===== src/rtl/fts_pkg.sv =====
package fts_pkg;
  localparam int LANES = 4;

  typedef enum logic [2:0] {
    CYC_IDLE,
    CYC_SLEEP,
    CYC_HOST,
    CYC_CTRL,
    CYC_DESEL,
    CYC_CONT
  } cycKind_t;

  typedef struct packed {
    logic             loadAddr;
    logic             advance;
    logic [LANES-1:0] laneWe;
    logic             driveRead;
  } ctlStrobes_t;
endpackage


===== src/rtl/fts_ctrl.sv =====
module fts_ctrl
  import fts_pkg::*;
(
  input  logic             clk,
  input  logic             rstN,
  input  logic             enANeg,
  input  logic             enBPos,
  input  logic             enCNeg,
  input  logic             hostStartN,
  input  logic             ctlStartN,
  input  logic             stepN,
  input  logic             allWriteN,
  input  logic             laneWriteN,
  input  logic [LANES-1:0] laneSelN,
  input  logic             sleepReq,
  output ctlStrobes_t      strb
);
  logic             activeQ, readQ;
  logic             activeD, readD;
  logic             selected;
  logic [LANES-1:0] reqMask;
  cycKind_t         kind;

  // Lane request decoded from the write inputs; global write wins.
  always_comb begin
    if (!allWriteN)       reqMask = '1;
    else if (!laneWriteN) reqMask = ~laneSelN;
    else                  reqMask = '0;
  end

  assign selected = !enANeg && enBPos && !enCNeg;

  // Classify the cycle; the host strobe only counts when enANeg is low.
  always_comb begin
    if (sleepReq)                     kind = CYC_SLEEP;
    else if (!hostStartN && !enANeg)  kind = selected ? CYC_HOST : CYC_DESEL;
    else if (!ctlStartN)              kind = selected ? CYC_CTRL : CYC_DESEL;
    else if (activeQ)                 kind = CYC_CONT;
    else                              kind = CYC_IDLE;
  end

  always_comb begin
    strb    = '0;
    activeD = activeQ;
    readD   = readQ;
    unique case (kind)
      CYC_SLEEP: readD = 1'b0;
      CYC_HOST: begin
        strb.loadAddr = 1'b1;
        activeD       = 1'b1;
        readD         = 1'b1;
      end
      CYC_CTRL: begin
        strb.loadAddr = 1'b1;
        strb.laneWe   = reqMask;
        activeD       = 1'b1;
        readD         = (reqMask == '0);
      end
      CYC_DESEL: begin
        activeD = 1'b0;
        readD   = 1'b0;
      end
      CYC_CONT: begin
        strb.advance = !stepN;
        strb.laneWe  = reqMask;
        readD        = (reqMask == '0);
      end
      default: readD = readQ;
    endcase
    strb.driveRead = readQ;
  end

  always_ff @(posedge clk or negedge rstN) begin
    if (!rstN) begin
      activeQ <= 1'b0;
      readQ   <= 1'b0;
    end else begin
      activeQ <= activeD;
      readQ   <= readD;
    end
  end
endmodule


===== src/rtl/fts_burst.sv =====
module fts_burst #(
  parameter int AW = 6
) (
  input  logic          clk,
  input  logic          rstN,
  input  logic          loadAddr,
  input  logic          advance,
  input  logic          interleave,
  input  logic [AW-1:0] addrIn,
  output logic [AW-1:0] curAddr,
  output logic [AW-1:0] cycAddr
);
  localparam int HI_W = AW - 2;

  logic [HI_W-1:0] hiQ;
  logic [1:0]      baseQ;
  logic [1:0]      cntQ;
  logic [1:0]      cntNext;

  function automatic logic [1:0] seqLow(input logic [1:0] b, input logic [1:0] n,
                                        input logic il);
    return il ? (b ^ n) : (b + n);
  endfunction

  assign cntNext = cntQ + 2'd1;
  assign curAddr = {hiQ, seqLow(baseQ, cntQ, interleave)};

  // Address used by the current edge: fresh, stepped or held.
  always_comb begin
    if (loadAddr)     cycAddr = addrIn;
    else if (advance) cycAddr = {hiQ, seqLow(baseQ, cntNext, interleave)};
    else              cycAddr = curAddr;
  end

  always_ff @(posedge clk or negedge rstN) begin
    if (!rstN) begin
      hiQ   <= '0;
      baseQ <= '0;
      cntQ  <= '0;
    end else if (loadAddr) begin
      hiQ   <= addrIn[AW-1:2];
      baseQ <= addrIn[1:0];
      cntQ  <= '0;
    end else if (advance) begin
      cntQ  <= cntNext;
    end
  end
endmodule


===== src/rtl/fts_datapath.sv =====
module fts_datapath
  import fts_pkg::*;
#(
  parameter int AW     = 6,
  parameter int LANE_W = 9
) (
  input  logic                    clk,
  input  logic [LANES-1:0]        laneWe,
  input  logic [AW-1:0]           cycAddr,
  input  logic [AW-1:0]           curAddr,
  input  logic [LANES*LANE_W-1:0] dIn,
  input  logic                    driveRead,
  input  logic                    outEnN,
  input  logic                    sleepReq,
  output logic [LANES*LANE_W-1:0] dOut,
  output logic                    dOutEn
);
  localparam int DEPTH  = 1 << AW;
  localparam int DATA_W = LANES * LANE_W;

  logic [DATA_W-1:0] rdWord;

  for (genvar g = 0; g < LANES; g++) begin : gLane
    logic [LANE_W-1:0] laneMem [DEPTH];

    always_ff @(posedge clk) begin
      if (laneWe[g]) laneMem[cycAddr] <= dIn[g*LANE_W +: LANE_W];
    end

    assign rdWord[g*LANE_W +: LANE_W] = laneMem[curAddr];
  end

  assign dOutEn = driveRead && !outEnN && !sleepReq;
  assign dOut   = dOutEn ? rdWord : '0;
endmodule


===== src/rtl/fts_sram.sv =====
module fts_sram
  import fts_pkg::*;
#(
  parameter int ADDR_W = 6,
  parameter int LANE_W = 9
) (
  input  logic                    clk,
  input  logic                    rstN,
  input  logic [ADDR_W-1:0]       addr,
  input  logic                    enANeg,
  input  logic                    enBPos,
  input  logic                    enCNeg,
  input  logic                    hostStartN,
  input  logic                    ctlStartN,
  input  logic                    stepN,
  input  logic                    allWriteN,
  input  logic                    laneWriteN,
  input  logic [LANES-1:0]        laneSelN,
  input  logic                    outEnN,
  input  logic                    sleepReq,
  input  logic                    interleaveSel,
  input  logic [LANES*LANE_W-1:0] dqIn,
  output logic [LANES*LANE_W-1:0] dqOut,
  output logic                    dqOutEn
);
  ctlStrobes_t       strb;
  logic [ADDR_W-1:0] curAddr;
  logic [ADDR_W-1:0] cycAddr;

  fts_ctrl ctrl_i (
    .clk(clk), .rstN(rstN), .enANeg(enANeg), .enBPos(enBPos), .enCNeg(enCNeg),
    .hostStartN(hostStartN), .ctlStartN(ctlStartN), .stepN(stepN),
    .allWriteN(allWriteN), .laneWriteN(laneWriteN), .laneSelN(laneSelN),
    .sleepReq(sleepReq), .strb(strb)
  );

  fts_burst #(.AW(ADDR_W)) burst_i (
    .clk(clk), .rstN(rstN), .loadAddr(strb.loadAddr), .advance(strb.advance),
    .interleave(interleaveSel), .addrIn(addr), .curAddr(curAddr), .cycAddr(cycAddr)
  );

  fts_datapath #(.AW(ADDR_W), .LANE_W(LANE_W)) dp_i (
    .clk(clk), .laneWe(strb.laneWe), .cycAddr(cycAddr), .curAddr(curAddr),
    .dIn(dqIn), .driveRead(strb.driveRead), .outEnN(outEnN), .sleepReq(sleepReq),
    .dOut(dqOut), .dOutEn(dqOutEn)
  );
endmodule


===== config.mk =====
export PLATFORM = sky130hd
export DESIGN_NAME = fts_sram
export DESIGN_NICKNAME = d
export VERILOG_FILES = /design/src/rtl/fts_pkg.sv /design/src/rtl/fts_ctrl.sv /design/src/rtl/fts_burst.sv /design/src/rtl/fts_datapath.sv /design/src/rtl/fts_sram.sv
export SDC_FILE = /design/constraint.sdc
export NUM_CORES = 2
export LEC_CHECK = 0
export ABC_CLOCK_PERIOD_IN_PS = 3810
export BUFFER_PORTS_ARGS = -buffer_cell sky130_fd_sc_hd__buf_2
export CAP_MARGIN = 25
export CORE_MARGIN = 10
export CORE_UTILIZATION = 39
export DETAILED_ROUTE_END_ITERATION = 16
export REMOVE_ABC_BUFFERS = 1
export SYNTH_ARGS = -nofsm -noshare
export SYNTH_HDL_FRONTEND = slang
export SYNTH_SLANG_ARGS = --single-unit
export TNS_END_PERCENT = 1

===== constraint.sdc =====
create_clock -name clk -period 3.81 [get_ports clk]
set_input_delay 0.762 -clock clk [delete_from_list [all_inputs] [get_ports clk]]
set_output_delay 0.762 -clock clk [all_outputs]
set_load 0.01 [all_outputs]

==> results.sh <==
export IMPL_nets=6410
export IMPL_period_share_pct=125
export IMPL_ys_seq_area_share_pct=76.3
export IMPL_place_hpwl_um=185000
export IMPL_arrival_ps=4010
export IMPL_p_int_mw=52.1
export IMPL_critPathRequiredTime_ps=3050
export IMPL_avgSynthCellArea_um2=16.8
export IMPL_maxCapViolCount=0
export IMPL_critPathMostFrequentCell="buf_12"
export IMPL_tightest_slew_ps=1090
export IMPL_clk_pin_slew_ps=60
export IMPL_seq_power_share_pct=36.3
export IMPL_antenna_found_initial=18
export IMPL_cts_made_buffers=229
export IMPL_leakage_nw=37.4
export IMPL_swShare_pct=32.7
export IMPL_crit_buf_inv=7
export IMPL_yosysUniqueCellTypes=69
export IMPL_powerDensity_mw_per_mm2=688
export IMPL_fin_crit_ps=4770
export IMPL_core_mm2=0.233
export IMPL_gr_total_overflow=0
export IMPL_yosys_warnings=0
export IMPL_max_freq_mhz=210
export IMPL_mostFrequentLayoutCells="edfxtp_1 (2304), nand2_1 (979), buf_4 (769)"
export IMPL_finalMaxSlewViolations=0
export IMPL_die_h_um=503
export IMPL_post_route_util_pct=48.4
export IMPL_synth_edf_count=2304
export IMPL_pin_count=96
export IMPL_status="complete, but fails checks"
export IMPL_drive_gt1_share_pct=29.6
export IMPL_clkPwrFrac_pct=28.9
export IMPL_worstHoldStart="dqIn[7]"
export IMPL_setup_viol=36
export IMPL_io_buffers=95
export IMPL_syn_area_mm2=0.0911
export IMPL_route_vias_total=55486
export IMPL_cp_top_family="buffers and inverters"
export IMPL_synth_async_sr_flop_share_pct=0.432
export IMPL_die_w_um=503
export IMPL_first_pass_iters=8
export IMPL_root_buffer="clkbuf_16"
export IMPL_crit_path_cell_trace="ha_2 > nor2b_4 > xnor2_4 > buf_12 > buf_12 > buf_12 > buf_12 > buf_12 > nand2_1 > a32oi_1 > a31oi_1 > or4_4 > o211ai_1 > buf_4 > buf_4"
export IMPL_hold_path_class="input port to flop"
export IMPL_insertion_delay_ps=890
export IMPL_combPwrFrac_pct=34.8
export IMPL_final_common_cell="edfxtp_1"
export IMPL_startpoint_type="flop"
export IMPL_reg2reg_from="burst_i.cntQ[0]$_DFFE_PN0P_"
export IMPL_grt_max_degree=65
export IMPL_drtAntennaViolNets=0
export IMPL_drt_wl_total_um=284000
export IMPL_p_total_mw=77.4
export IMPL_crit_path_top_delay_cell="or4_4"
export IMPL_dp_slack_ps=-750
export IMPL_area_growth_syn_to_layout_pct=23.5
export IMPL_p_sw_mw=25.3
export IMPL_fin_skew_ps=39.7
export IMPL_worst_slack_ps=-959
export IMPL_violations="setup timing"
export IMPL_ys_flop_type="edfxtp_1"
export IMPL_first_global_vias=54343
export IMPL_dieArea_mm2=0.253
export IMPL_vdd_drop_max_uv=482
export IMPL_initial_core_util_pct=39.2
export IMPL_crit_path_end_kind="output port"
export IMPL_drtIter0Drc=6991
export IMPL_gp_congestion=0.873
export IMPL_ys_ff_latch=2314
export IMPL_clockBufferDepth=3
export IMPL_synthCells=5421
export IMPL_rows=177
export IMPL_criticalPathCategory="flop to output port"
export IMPL_crit_path_max_fanout=9
export IMPL_maxSlewHeadroom_pct=27.2
export IMPL_drc=0
export IMPL_grtUsageTotal_pct=21.7
export IMPL_fill_cells=19359
export IMPL_hold_viol=0
export IMPL_critPathLaunch="burst_i.baseQ[0]$_DFFE_PN0N_"
export IMPL_grt_pass1_wl_um=400000
export IMPL_max_stage_delay_ps=580
export IMPL_rsz0062_at_grt="yes"
export IMPL_cts_tree="built"
export IMPL_wl_per_cell_um=29.6
export IMPL_routed_via_density=5.78
export IMPL_numClockSinks=2314
export IMPL_cts_htree_levels=4
through the flow:
step	hold slack [ps]	TNS [ps]	instances	area [um^2]
3_5_place_dp	507	-81780	9083	103000
2_1_floorplan	456	-	5041	89200
4_1_cts	88.5	-33580	9541	111000
6_report	126	-30390	9602	112000
5_1_grt	89.8	-34350	9598	112000
3_3_place_gp	489	-66350	9072	103000
synthesized netlist by cell type, drive strengths merged (11+ instances only):
cell type | instances | area share (%)
a21oi | 36 | 0.20
a221oi | 11 | 0.13
a22oi | 16 | 0.13
a31oi | 109 | 0.75
a32o | 13 | 0.14
a32oi | 115 | 1.1
buf | 194 | 1.3
clkbuf | 186 | 0.77
edfxtp | 2304 | 76
mux2 | 12 | 0.15
mux2i | 199 | 2.2
mux4 | 281 | 7.0
nand2 | 983 | 4.1
nand2b | 17 | 0.12
nand3 | 302 | 1.7
nand4 | 23 | 0.16
nor2 | 108 | 0.45
nor3 | 185 | 1.0
nor4 | 70 | 0.48
o2111ai | 41 | 0.39
o211ai | 13 | 0.11
o21ai | 41 | 0.23
o22ai | 14 | 0.096
or2 | 13 | 0.089
or4 | 20 | 0.16
power groups by stage:
stage / sequential, mW / combinational (mW) / clock [mW]
global route: 28.1 / 28.2 / 23.6
finish: 28.1 / 27.0 / 22.3
global placement: 28.6 / 23.3 / 0
detailed placement: 28.6 / 23.4 / 0
floorplan: 28.9 / 9.73 / 0
CTS: 28.1 / 25.2 / 22.6
sequential cells by signal (all words and copies together), names as in the netlist:
register	flops
burst_i.baseQ	2
burst_i.cntQ	2
burst_i.hiQ	4
ctrl_i.activeQ	1
ctrl_i.readQ	1
dp_i.gLane.laneMem	2304
what timing repair did:
action,4_1_cts,5_1_grt
endpoints found under the hold margin,10,0
cloned,8,10
pin swaps,20,39
hold buffers,1,0
resized for setup,145,119
setup endpoints to repair,36,36
buffers inserted,22,35
final timing paths:
path                                                          end  slack (ps)  cells past startpoint
max                                                     dqOut[10]        -960                     15
min                        dp_i.gLane[0].laneMem[45][7]$_DFFE_PP_         130                      1
max reg2reg                dp_i.gLane[2].laneMem[45][3]$_DFFE_PP_         260                     12
min reg2reg                            ctrl_i.activeQ$_DFFE_PN0P_         520                      1
max in group asynchronous              burst_i.hiQ[1]$_DFFE_PN0N_        3190                      2
min in group asynchronous             burst_i.cntQ[1]$_DFFE_PN0P_         320                      2
routing by layer:
metal	track usage, %	vias to the layer above	share of wire [%]
met1	29.5	28809	40
met2	34.4	2813	48
met4	8.78	14	4.0
met5	0	-	0.031
li1	-	23330	-
met3	4.19	520	8.9
worst register-to-register path, delay by kind of cell, from the launching register on:
| kind | cells | cell delay, ps |
|---|---|---|
| buf+inv | 8 | 1560 |
| simple gates | 3 | 1000 |
| flops | 1 | 390 |
| fa+ha+maj | 1 | 270 |
cell type report:
cell class / instances / area, um^2 / share of cell area (%)
sequential: 2314 / 69400 / 61.8
multi-input combinational: 2717 / 21200 / 18.9
timing repair buffer: 1077 / 10500 / 9.37
clock buffer: 276 / 5910 / 5.25
tap: 3043 / 3810 / 3.39
clock inverter: 153 / 1480 / 1.32
inverter: 10 / 50.0 / 0.0445
antenna: 12 / 30.0 / 0.0267
cells by family after synthesis:
group	Yosys count	synth area share, %
buffers and inverters	390	2.09
flip-flops	2314	76.3
multiplexers	492	9.29
XOR/XNOR	7	0.0838
AO/OA/AOI/OAI	469	3.87
adder cells (fa/ha/maj)	2	0.0275
AND/OR/NAND/NOR	1747	8.38
Power figures use the tool's default switching activity.
